## config.mk

```make
export PLATFORM = sky130hd
export DESIGN_NAME = irl_board_ctrl
export DESIGN_NICKNAME = d
export VERILOG_FILES = /design/src/rtl/irlc_pkg.sv /design/src/rtl/irlc_sync.sv /design/src/rtl/irlc_status_map.sv /design/src/rtl/irlc_prio_enc.sv /design/src/rtl/irlc_regs.sv /design/src/rtl/irl_board_ctrl.sv
export SDC_FILE = /design/constraint.sdc
export NUM_CORES = 1
export LEC_CHECK = 0
export ABC_AREA = 1
export BUFFER_PORTS_ARGS = -buffer_cell sky130_fd_sc_hd__buf_4
export CORE_ASPECT_RATIO = 0.7
export CORE_MARGIN = 2
export CORE_UTILIZATION = 47
export CTS_CLUSTER_DIAMETER = 100
export DETAILED_ROUTE_END_ITERATION = 8
export HOLD_SLACK_MARGIN = 0.05
export PLACE_DENSITY = 0.77
export SKIP_CTS_REPAIR_TIMING = 1
export SLEW_MARGIN = 0
export SYNTH_ARGS = -nofsm -noshare
export SYNTH_HDL_FRONTEND = slang
export SYNTH_SLANG_ARGS = --single-unit
```

## constraint.sdc

```tcl
create_clock -name clk -period 1.1 [get_ports clk]
set_input_delay 0.11 -clock clk [delete_from_list [all_inputs] [get_ports clk]]
set_output_delay 0.11 -clock clk [all_outputs]
set_load 0.01 [all_outputs]
```

## src/rtl/irlc_pkg.sv

```systemverilog
package irlc_pkg;

   localparam int NUM_SRC = 13;
   localparam int WORD_W  = 16;
   localparam int LVL_W   = 4;
   localparam int OFS_W   = 6;

   localparam logic [OFS_W-1:0] OFS_ENABLE  = 6'h00;
   localparam logic [OFS_W-1:0] OFS_POWER   = 6'h30;
   localparam logic [OFS_W-1:0] OFS_VERSION = 6'h32;
   localparam logic [OFS_W-1:0] OFS_PORT    = 6'h36;

   typedef enum logic [2:0] {
      SEL_NONE,
      SEL_ENABLE,
      SEL_POWER,
      SEL_VERSION,
      SEL_PORT
   } reg_sel_e;

   // status/enable bit used by the source of priority level k
   function automatic int level_bit(input int k);
      case (k)
         0:       return 11;
         1:       return 9;
         2:       return 8;
         3:       return 12;
         4:       return 10;
         5:       return 6;
         6:       return 5;
         7:       return 4;
         8:       return 7;
         9:       return 14;
         10:      return 13;
         11:      return 0;
         12:      return 15;
         default: return 1;
      endcase
   endfunction

   function automatic reg_sel_e decode_ofs(input logic [OFS_W-1:0] a);
      if (a == OFS_ENABLE)       return SEL_ENABLE;
      else if (a == OFS_POWER)   return SEL_POWER;
      else if (a == OFS_VERSION) return SEL_VERSION;
      else if (a == OFS_PORT)    return SEL_PORT;
      else                       return SEL_NONE;
   endfunction

endpackage

```

## src/rtl/irlc_sync.sv

```systemverilog
module irlc_sync #(
   parameter int WIDTH  = 13,
   parameter int STAGES = 2
) (
   input  logic             clk,
   input  logic             rst_n,
   input  logic [WIDTH-1:0] d_i,
   output logic [WIDTH-1:0] q_o
);

   logic [WIDTH-1:0] chain [STAGES];

   generate
      for (genvar s = 0; s < STAGES; s++) begin : g_stage
         if (s == 0) begin : g_first
            always_ff @(posedge clk or negedge rst_n) begin
               if (!rst_n) chain[0] <= '0;
               else        chain[0] <= d_i;
            end
         end else begin : g_next
            always_ff @(posedge clk or negedge rst_n) begin
               if (!rst_n) chain[s] <= '0;
               else        chain[s] <= chain[s-1];
            end
         end
      end
   endgenerate

   assign q_o = chain[STAGES-1];

endmodule

```

## src/rtl/irlc_status_map.sv

```systemverilog
module irlc_status_map
   import irlc_pkg::*;
#(
   parameter int N_SRC  = NUM_SRC,
   parameter int WORD_W_P = WORD_W
) (
   input  logic [N_SRC-1:0]    lvl_src_i,
   output logic [WORD_W_P-1:0] status_o
);

   always_comb begin
      status_o = '0;
      for (int k = 0; k < N_SRC; k++) begin
         status_o[level_bit(k)] = lvl_src_i[k];
      end
   end

endmodule

```

## src/rtl/irlc_prio_enc.sv

```systemverilog
module irlc_prio_enc
   import irlc_pkg::*;
#(
   parameter int N_SRC    = NUM_SRC,
   parameter int WORD_W_P = WORD_W,
   parameter int LVL_W_P  = LVL_W,
   parameter bit REG_OUT  = 1'b1
) (
   input  logic                clk,
   input  logic                rst_n,
   input  logic [WORD_W_P-1:0] status_i,
   input  logic [WORD_W_P-1:0] enable_i,
   output logic [LVL_W_P-1:0]  code_o
);

   localparam logic [LVL_W_P-1:0] IDLE_LVL = '1;

   logic [WORD_W_P-1:0] live;
   logic [LVL_W_P-1:0]  win_lvl;
   logic [LVL_W_P-1:0]  code_d;

   assign live = status_i & enable_i;

   // scan from the weakest level up so the lowest live level is left last
   always_comb begin
      win_lvl = IDLE_LVL;
      for (int k = N_SRC - 1; k >= 0; k--) begin
         if (live[level_bit(k)]) win_lvl = LVL_W_P'(k);
      end
   end

   assign code_d = win_lvl ^ IDLE_LVL;

   generate
      if (REG_OUT) begin : g_reg
         always_ff @(posedge clk or negedge rst_n) begin
            if (!rst_n) code_o <= '0;
            else        code_o <= code_d;
         end
      end else begin : g_comb
         assign code_o = code_d;
      end
   endgenerate

endmodule

```

## src/rtl/irlc_regs.sv

```systemverilog
module irlc_regs
   import irlc_pkg::*;
#(
   parameter int               WORD_W_P = WORD_W,
   parameter int               OFS_W_P  = OFS_W,
   parameter logic [WORD_W-1:0] VERSION = 16'h0010
) (
   input  logic                clk,
   input  logic                rst_n,
   input  logic [OFS_W_P-1:0]  addr_i,
   input  logic                wr_i,
   input  logic                rd_i,
   input  logic [WORD_W_P-1:0] wdata_i,
   output logic [WORD_W_P-1:0] rdata_o,
   output logic [WORD_W_P-1:0] enable_o,
   output logic [WORD_W_P-1:0] port_o,
   output logic                shutdown_o
);

   reg_sel_e            sel;
   logic [WORD_W_P-1:0] rd_mux;

   assign sel = decode_ofs(addr_i);

   always_comb begin
      case (sel)
         SEL_ENABLE:  rd_mux = enable_o;
         SEL_PORT:    rd_mux = port_o;
         SEL_VERSION: rd_mux = VERSION;
         default:     rd_mux = '0;
      endcase
   end

   always_ff @(posedge clk or negedge rst_n) begin
      if (!rst_n) begin
         enable_o   <= '0;
         port_o     <= '0;
         shutdown_o <= 1'b0;
         rdata_o    <= '0;
      end else begin
         shutdown_o <= wr_i && (sel == SEL_POWER) && wdata_i[0];
         if (wr_i && sel == SEL_ENABLE) enable_o <= wdata_i;
         if (wr_i && sel == SEL_PORT)   port_o   <= wdata_i;
         if (rd_i)                      rdata_o  <= rd_mux;
      end
   end

endmodule

```

## src/rtl/irl_board_ctrl.sv

```systemverilog
module irl_board_ctrl
   import irlc_pkg::*;
#(
   parameter int               N_SRC       = NUM_SRC,
   parameter int               SYNC_STAGES = 2,
   parameter bit               REG_OUT     = 1'b1,
   parameter logic [WORD_W-1:0] VERSION    = 16'h0010
) (
   input  logic              clk,
   input  logic              rst_n,
   input  logic [N_SRC-1:0]  src_i,
   input  logic [OFS_W-1:0]  bus_addr,
   input  logic              bus_wr,
   input  logic              bus_rd,
   input  logic [WORD_W-1:0] bus_wdata,
   output logic [WORD_W-1:0] bus_rdata,
   output logic [LVL_W-1:0]  irl_o,
   output logic [WORD_W-1:0] port_o,
   output logic              shutdown_o
);

   localparam int MAX_SRC = (1 << LVL_W) - 1;

   generate
      if (SYNC_STAGES < 1) begin : g_bad_sync
         $error("SYNC_STAGES must be at least 1");
      end
      if (N_SRC > MAX_SRC || N_SRC > NUM_SRC) begin : g_bad_src
         $error("N_SRC exceeds the level code range or the bit table");
      end
   endgenerate

   logic [N_SRC-1:0]  src_sync;
   logic [WORD_W-1:0] status;
   logic [WORD_W-1:0] enable;

   irlc_sync #(.WIDTH(N_SRC), .STAGES(SYNC_STAGES)) u_sync (
      .clk   (clk),
      .rst_n (rst_n),
      .d_i   (src_i),
      .q_o   (src_sync)
   );

   irlc_status_map #(.N_SRC(N_SRC), .WORD_W_P(WORD_W)) u_map (
      .lvl_src_i (src_sync),
      .status_o  (status)
   );

   irlc_regs #(.WORD_W_P(WORD_W), .OFS_W_P(OFS_W), .VERSION(VERSION)) u_regs (
      .clk        (clk),
      .rst_n      (rst_n),
      .addr_i     (bus_addr),
      .wr_i       (bus_wr),
      .rd_i       (bus_rd),
      .wdata_i    (bus_wdata),
      .rdata_o    (bus_rdata),
      .enable_o   (enable),
      .port_o     (port_o),
      .shutdown_o (shutdown_o)
   );

   irlc_prio_enc #(.N_SRC(N_SRC), .WORD_W_P(WORD_W), .LVL_W_P(LVL_W),
                   .REG_OUT(REG_OUT)) u_enc (
      .clk      (clk),
      .rst_n    (rst_n),
      .status_i (status),
      .enable_i (enable),
      .code_o   (irl_o)
   );

endmodule

```

After elaboration in Yosys (flattened, before gate mapping)
Index checks and enable logic that the tools add are counted.
- multiplexer cells: 18
- equality and inequality tests: 7
- bitwise logic cells: 2
- reduce and logical (&&, ||, !) cells: 5
- operators with widths (kind ; number):
    $mux W4 ; 12
    $pmux W16 S3 ; 1
    $eq A6 B6 Y1 const B ; 3
    $and A16 B16 Y16 ; 1
    $mux W3 ; 4
    $eq A3 B2 Y1 const B ; 2
    $logic_not A6 Y1 ; 1
    $logic_and A1 B1 Y1 ; 4
    $not A4 Y4 ; 1
    $eq A3 B1 Y1 const B ; 1
    $eq A3 B3 Y1 const B ; 1
    $mux W2 ; 1
- bits in registers: 79
- output and inout bits: 37
- input port bits: 39
- logic and storage cells: 39

Logic depth before layout (Yosys ltp)
Gate-level depths: netlist (run 1).
- depth in word-level cells: 15
- mapped depth: 14
- mapped depth without buffers: 14

Cells and area by module
A second synthesis (run 1) with hierarchy kept.
- cell total of the unflattened synthesis: 358
- area total of the unflattened synthesis: 3385.7 sq um
- by module, submodules not included (module ; seq. area each (sq um) ; times used ; cells an instance ; area an instance (sq um)):
    irlc_regs ; 1226.2 ; 1 ; 257 ; 2230.9
    irlc_sync ; 650.6 ; 1 ; 39 ; 748.2
    irlc_prio_enc ; 100.1 ; 1 ; 45 ; 282.8
    irlc_status_map ; 0.0 ; 1 ; 17 ; 123.9

Worst setup path after synthesis (run 1)
No wires, ideal clock.
- path type: reg-to-reg
- start: register u_regs.enable_o[15]
- end: register u_enc.code_o[1]
- arrival time: 0.990 ns
- required time: 0.973 ns
- library setup time: 0.127 ns
- path slack: -0.017 ns
- path buffers: 0
- stages on the path, launching flop included: 8
- period minus slack after synthesis: 1.117 ns
- path through: dfrtp_1 -> nand2_1 -> inv_1 -> nand2_1 -> a21oi_1 -> o21bai_1 -> a31oi_1 -> or2_2
- longest elaborated chain between the ends: 15
- RTL lines (what ; RTL line ; RTL):
    from (decl) ; irlc_regs.sv:15 ; output logic [WORD_W_P-1:0] enable_o,
    from (signal assigned) ; irlc_regs.sv:42 ; if (wr_i && sel == SEL_ENABLE) enable_o <= wdata_i;
    $and A16 B16 Y16 ; irlc_prio_enc.sv:22 ; assign live = status_i & enable_i;
    $mux W2 ; irlc_prio_enc.sv:28 ; if (live[level_bit(k)]) win_lvl = LVL_W_P'(k);
    $mux W4 (12 in a row) ; irlc_prio_enc.sv:28 ;
    $not A4 Y4 (no source line) ; -- ;
    named net u_enc.code_d[1] ; irlc_prio_enc.sv:20 ; logic [LVL_W_P-1:0] code_d;
    to (signal assigned) ; irlc_prio_enc.sv:38 ; else code_o <= code_d;
    to (decl) ; irlc_prio_enc.sv:13 ; output logic [LVL_W_P-1:0] code_o
The timed path passes the listed nets, and every way through them passes these cells.
A chain may end at the register's enable or synchronous reset.

Worst setup path in the final report (run 1)
- start: register u_regs.enable_o[15]
- end: register u_enc.code_o[0]
The elaborated chain is that of the path after synthesis.

==> metrics.txt, run 1 <==
status=finished, violations left; failing checks=negative setup slack; IO Count=76; Post-Syn Area=3050 sq um; largest family of logic cells by synthesized area=simple AND/OR/NAND/NOR gates; gr ovfl total=0; share of power burned in registers=51.7%; Detailed Route Iter0 Violations=145; die area=7150 sq um; die width=100 um; Non-Filler Instances=478; register area share after synthesis=64.9%; CTS clk-pin slew, worst paths=0.08 ns; syn_area_per_cell=11.1 sq um; endpoint class of the critical path=register; Root Driver=clkbuf_8; number of nets in the layout=435; Max Clk Rate=787 MHz; hpwl dp=4.64 mm; Initial Util=48.8%; port bufs=75; final setup skew=0.00513 ns; Post-Synth XOR/XNOR Area=0%; Max-Cap Viols=0; initial antenna violation count=0; post-detailed-route count of antenna-violating nets=0; Tot GR Track Use=19.7%; layout cell share with drive strength beyond 1=33.0%; wire per inst=14.2 um; internal power=4.80 mW; pre-CTS WS=-0.151 ns; CTS H-tree lvls=3; #FFs+latches synth=79; CP max FO=2; vias after detailed routing=2,329; Syn Inst Count=274; most frequent cells in the layout=91 x buf_4, 79 x dfrtp_1, 66 x nand2_1, 34 x inv_1, 26 x dlygate4sd3_1; number of global-route vias before repair=2,259; Core Box Area=6250 sq um; fin. max-slew vios=0; post-synthesis cell type count=25; drc violations=0; Synth warnings=0; Post-Synth Adder-Cell Area=0%; pwr dens=1500 nW/um^2; # diodes=0; commonest non-fill, non-tap cell in the layout=buf_4; Final GP Congestion=0.843; Sw Ratio=25.6%; mux share of post-synthesis cell area=5.30%; CTS max path bufs=2; Setup WS post-layout=-0.171 ns; Inserted Clock Buffers=9; setup_tns=-0.259 ns; Slew headroom=81.7%; CTS tree=yes; post-layout util=68.8%; ys async rst share=100%; DP Cell Count=435; Critical Path RT=1.34 ns; Leak Pwr=2.21 nW; Synth area leaders=dfrtp_1 65%, nand2_1 8.4%, mux2i_1 4.9%; area share of the largest cell type after synthesis=64.9%; final worst-path cycle share=116%; kind of critical path=register to register; first-pass GRT wire length=10.6 mm; pin count of the biggest net entering global routing=37; Min-Delay Path Class=input pin to register; Psw=1.65 mW; proportion of power drawn by the clock network=32.6%; Synth Area in Compound Gates=11.0%; Clock Latency Late Sink=0.35 ns; CTS Sinks=79; EDFF count, synth=0; commonest register cell after synthesis=dfrtp_1; RSZ-0062 raised after global routing=yes; Die Height=71.4 um; final setup violation count=2; Comb pwr share=15.8%; actual slew at the worst max-slew pin=0.273 ns; drt via density=4.87; area growth from synthesis to layout=41.0%; peak supply drop=891 uV; startpoint types=register; area leader, netlist=dfrtp_1; Hold Fails Final Rpt=0; data arrival time of the worst path=1.51 ns; simple-gate share of the synthesized area=11.8%; Row Count=24; Routed WL=6.76 mm; DR pass1 iterations=4; Final min period=1.27 ns; Mapped Nets=313
==> sequential cells by signal, indices dropped and copies added (netlist names) <==
signal / flops
u_enc.code_o: 4
u_regs.enable_o: 16
u_regs.port_o: 16
u_regs.rdata_o: 16
u_regs.shutdown_o: 1
u_sync.chain: 13
u_sync.q_o: 13
==> area by class of cell <==
class | instances | area (sq um)
timing repair buffer | 121 | 1020
multi-input combinational | 151 | 873
clock inverter | 5 | 58.8
clock buffer | 10 | 138
fill | 462 | 1950
inverter | 34 | 128
tap | 78 | 97.6
sequential | 79 | 1980
==> power groups by stage <==
stage	Sequential (mW)	Combinational (mW)	Clock, mW
detailed placement	3.38	0.918	0
global route	3.36	1.11	2.29
CTS	3.32	0.928	2.15
floorplan	3.40	0.329	0
finish	3.33	1.02	2.10
global placement	3.38	0.885	0
==> path summary, 6_finish.rpt <==
check	cells past startpoint	start	endpoint	slack [ns]
max in group asynchronous	3	rst_n	u_regs.rdata_o[1]$_DFFE_PN0P_	0.49
hold / removal	3	bus_wdata[8]	u_regs.enable_o[8]$_DFFE_PN0P_	0.04
hold reg to reg	0	u_sync.chain[13]$_DFF_PN0_	u_sync.q_o[0]$_DFF_PN0_	0.35
min in group asynchronous	2	rst_n	u_regs.port_o[4]$_DFFE_PN0P_	0.16
setup / recovery	14	u_regs.enable_o[15]$_DFFE_PN0P_	u_enc.code_o[0]$_DFF_PN0_	-0.17
setup reg to reg	14	u_regs.enable_o[15]$_DFFE_PN0P_	u_enc.code_o[0]$_DFF_PN0_	-0.17
==> routing by layer <==
| metal | track usage, % | share of wire, % | up-vias |
|---|---|---|---|
| li1 | - | - | 1133 |
| met5 | 0 | 0 | - |
| met3 | 5.27 | 6.0 | 7 |
| met2 | 30.9 | 49 | 80 |
| met1 | 26.2 | 43 | 1109 |
| met4 | 8.52 | 1.1 | 0 |
==> cell families (layout without fill, tap and decap cells) <==
kind of cell           after synthesis  in the layout
AOI/OAI and AO/OA                   51             51
buffers and inverters               44            170
DFF                                 79             79
muxes                               16             16
and+or+nand+nor                     84             84
==> critical path, stage by stage (launching register included) <==
cell and delay (ns):
dfrtp_1 0.40, nand2_1 0.07, inv_1 0.05, nand2_2 0.06, nand2_1 0.05, nand2_1 0.06, nand2_1 0.07, nand2_1 0.06
nand2_1 0.05, nand2_1 0.06, nand2_1 0.05, nand2_1 0.06, nand2_1 0.05, nand2_1 0.05, nand2_1 0.04
==> cell usage after synthesis (2+ instances only) <==
master and instances:
mux2i_1 15, nand2_1 68, a22oi_1 14, o21ai_2 9
nand3_1 3, inv_1 34, buf_2 4, nor2_1 5
buf_6 5, nand2_2 2, dfrtp_1 79, o21ai_1 18
o21ai_0 6
==> metrics by stage <==
| step | area, sq um | hold WS, ns | total power, mW |
|---|---|---|---|
| after global routing | 4300 | 0.0510 | 6.76 |
| final | 4300 | 0.0377 | 6.45 |
| after CTS | 4010 | -0.384 | 6.40 |
| after global placement | 3810 | -0.00617 | 4.26 |
| after detailed placement | 3810 | -0.00813 | 4.30 |
| after floorplan | 3050 | -0.186 | 3.73 |
No activity file was read; power rests on OpenSTA's default activity.
==> run 2, diff against run 1 <==
Settings changed: ABC_AREA 1 to 0.
==> run 2 against run 1 <==
  * The flow still finishes with violations (negative setup slack)
  * Die area is 3.5% lower
  * Power increased by 0.82%
  * Flip-flop and latch count unchanged
  * Sequential share of layout area down 1.9 points
  * Core utilization is 4.4 points higher
  * Global-route usage decreased by 0.095 points
  * Count of clock-buffer cells in the layout is the same
  * Critical endpoint is now u_regs.enable_o[11]$_DFFE_PN0P_
  * Largest cell class unchanged
  * Largest power group unchanged
==> metrics.txt, run 2 <==
CTS H-tree lvls=3 (unchanged); proportion of power drawn by the clock network=28.7% (was 32.6%); commonest register cell after synthesis=dfrtp_1 (unchanged); Die Height=70.1 um (was 71.4 um); endpoint class of the critical path=register (unchanged); hpwl dp=4.66 mm (was 4.64 mm); wire per inst=16.9 um (was 14.2 um); number of nets in the layout=380 (was 435); dpl cell area=3760 sq um (was 3810 sq um); Detailed Route Iter0 Violations=135 (was 145); Psw=1.77 mW (was 1.65 mW); DP Cell Count=373 (was 435); RSZ-0062 raised after global routing=yes (unchanged); Sw Ratio=27.3% (was 25.6%); pre-CTS WS=-0.549 ns (was -0.151 ns); kind of critical path=input pin to register (was register to register); Cell Chain, Critical Path=buf_6 > or4_4 > nor3_4 > buf_12 > nand2_8 > mux2_4 (was nand2_1 > inv_1 > nand2_2 > nand2_1 > nand2_1 > nand2_1 > nand2_1 > nand2_1 > nand2_1 > nand2_1 > nand2_1 > nand2_1 > nand2_1 > nand2_1); initial antenna violation count=0 (unchanged); EDFF count, synth=0 (unchanged); data arrival time of the worst path=1.54 ns (was 1.51 ns); Root Driver=clkbuf_8 (unchanged); final worst-path cycle share=119% (was 116%); Tot GR Track Use=19.6% (was 19.7%); largest registers=u_regs.enable_o: 16 flops, u_regs.port_o: 16 flops, u_regs.rdata_o: 16 flops (unchanged); Final Power=6.50 mW (was 6.45 mW); final setup skew=0.00548 ns (was 0.00513 ns); area growth from synthesis to layout=52.7% (was 41.0%); Hold Fails Final Rpt=0 (unchanged); commonest non-fill, non-tap cell in the layout=buf_4 (unchanged); pin count of the biggest net entering global routing=33 (was 37); Mapped Nets=247 (was 313); failing checks=negative setup slack (unchanged); Syn Inst Count=208 (was 274); CTS max path bufs=2 (unchanged); startpoint types=input pin (was register); number of global-route vias before repair=2,015 (was 2,259); Inserted Clock Buffers=9 (unchanged); internal power=4.73 mW (was 4.80 mW); Critical Path RT=1.34 ns (about the same); final setup violation count=34 (was 2); Leak Pwr=2.12 nW (was 2.21 nW); Core Box Area=6130 sq um (was 6250 sq um); Synth area leaders=dfrtp_1 67%, mux2_2 8.4%, mux2_4 5.1% (was dfrtp_1 65%, nand2_1 8.4%, mux2i_1 4.9%); Slew headroom=79.2% (was 81.7%); Post-Syn Area=2930 sq um (was 3050 sq um); DR pass1 iterations=4 (unchanged); post-detailed-route count of antenna-violating nets=0 (unchanged); ys async rst share=100% (unchanged); fin. max-slew vios=0 (unchanged); first-pass GRT wire length=10.2 mm (was 10.6 mm); Final Instance Area=4480 sq um (was 4300 sq um); Crit path max-delay family=simple AND/OR/NAND/NOR gates (unchanged); # diodes=0 (unchanged); drt via density=5.18 (was 4.87); Synth warnings=0 (unchanged); Clock Latency Late Sink=0.35 ns (about the same); hold slack=0.137 ns (was 0.0377 ns); peak supply drop=971 uV (was 891 uV); Initial Util=47.9% (was 48.8%); Row Count=24 (unchanged); Min-Delay Path Class=input pin to register (unchanged); critical path's slowest cell=or4_4 (was dfrtp_1); CTS tree=yes (unchanged); #FFs+latches synth=79 (unchanged); Final min period=1.31 ns (was 1.27 ns); crit-path max cell delay=0.55 ns (was 0.40 ns); most numerous cell in the Yosys netlist=dfrtp_1 (unchanged); share of power burned in registers=52.7% (was 51.7%); die width=98.4 um (was 100 um); Non-Filler Instances=424 (was 478); Comb pwr share=18.6% (was 15.8%); Setup WS post-layout=-0.205 ns (was -0.171 ns); area leader, netlist=dfrtp_1 (unchanged); syn_area_per_cell=14.1 sq um (was 11.1 sq um); CTS clk-pin slew, worst paths=0.08 ns (about the same); status=finished, violations left (unchanged); drc violations=0 (unchanged); Max-Cap Viols=0 (unchanged); most frequent cells after synthesis=79 x dfrtp_1, 22 x mux2_2, 19 x a21oi_1, 18 x nor2_1, 16 x a22oi_1 (was 79 x dfrtp_1, 68 x nand2_1, 34 x inv_1, 18 x o21ai_1, 15 x mux2i_1); area share of the largest cell type after synthesis=67.4% (was 64.9%); post-synthesis cell type count=27 (was 25); actual slew at the worst max-slew pin=0.312 ns (was 0.273 ns); Routed WL=7.16 mm (was 6.76 mm); CTS Sinks=79 (unchanged); pwr dens=1450 nW/um^2 (was 1500 nW/um^2); layout cell share with drive strength beyond 1=52.6% (was 33.0%); gr ovfl total=0 (unchanged); IO Count=76 (unchanged); Final GP Congestion=0.851 (was 0.843); most frequent cells in the layout=91 x buf_4, 78 x dfrtp_1, 30 x dlygate4sd3_1, 22 x mux2_2, 17 x nor2_1 (was 91 x buf_4, 79 x dfrtp_1, 66 x nand2_1, 34 x inv_1, 26 x dlygate4sd3_1); Max Clk Rate=766 MHz (was 787 MHz); port bufs=75 (unchanged); CP max FO=8 (was 2); die area=6900 sq um (was 7150 sq um); register area share after synthesis=67.4% (was 64.9%); vias after detailed routing=2,197 (was 2,329); CP Buf/Inv Count=2 (was 1)
run 2: cell count changes after synthesis, moves of 5 or more:
| cell | before | now |
|---|---|---|
| nand2_1 | 68 | 15 |
| a21oi_1 | 1 | 19 |
| mux2_2 | 1 | 22 |
| mux2i_1 | 15 | 0 |
| inv_1 | 34 | 0 |
| o21ai_1 | 18 | 0 |
| nor2_1 | 5 | 18 |
| o21ai_0 | 6 | 1 |
| o21ai_2 | 9 | 0 |
| mux2_4 | 0 | 10 |
run 2: worst paths after layout:
| kind | from | slack [ns] | endpoint | cells after the start |
|---|---|---|---|---|
| worst max-delay path | bus_addr[2] | -0.21 | u_regs.enable_o[11]$_DFFE_PN0P_ | 6 |
| worst min-delay path | bus_wr | 0.14 | u_regs.shutdown_o$_DFF_PN0_ | 2 |
| worst max register to register | u_regs.enable_o[13]$_DFFE_PN0P_ | -0.12 | u_enc.code_o[0]$_DFF_PN0_ | 4 |
| worst min register to register | u_sync.chain[24]$_DFF_PN0_ | 0.35 | u_sync.q_o[11]$_DFF_PN0_ | 0 |
| max in group asynchronous | rst_n | 0.42 | u_regs.port_o[3]$_DFFE_PN0P_ | 3 |
| min in group asynchronous | rst_n | 0.20 | u_sync.chain[17]$_DFF_PN0_ | 2 |
run 2: worst register-to-register path: cells and delay by family, from the launching register on:
kind / cells / cell delay (ns)
AOI/OAI and AO/OA: 4 / 0.66
DFF: 1 / 0.43
run 2: metal layers:
metal	GRT usage [%]	share of wire, %
met1	27.7	44
met2	29.1	51
met3	6.91	4.6
met4	5.48	0.66
met5	0	0
run 2: cells by family after synthesis:
logic type	after synthesis	synth area share [%]
AO/OA/AOI/OAI	44	9.89
buffers and inverters	8	1.41
flip-flops	79	67.4
multiplexers	32	13.6
AND/OR/NAND/NOR	45	7.76
run 2: power groups by stage:
stage	sequential (mW)	clock [mW]	combinational (mW)
after floorplan	3.48	0	0.350
after global placement	3.44	0	1.01
after detailed placement	3.45	0	1.04
after CTS	3.40	1.92	1.04
after global routing	3.46	2.06	1.30
final	3.43	1.87	1.21
run 2: through the flow:
| stage | utilization [%] | setup TNS, ns |
|---|---|---|
| 6_report | 73.1 | -5.21 |
| 5_1_grt | 73.1 | -5.61 |
| 4_1_cts | 64.3 | -4.24 |
| 3_5_place_dp | 61.4 | -19.88 |
| 3_3_place_gp | 61.4 | -18.77 |
| 2_1_floorplan | - | -13.38 |
run 2: area by class of cell:
class	instances	area, sq um
clock buffer	10	128
clock inverter	6	46.3
fill	393	1650
multi-input combinational	122	1100
sequential	79	1980
tap	78	97.6
timing repair buffer	129	1130
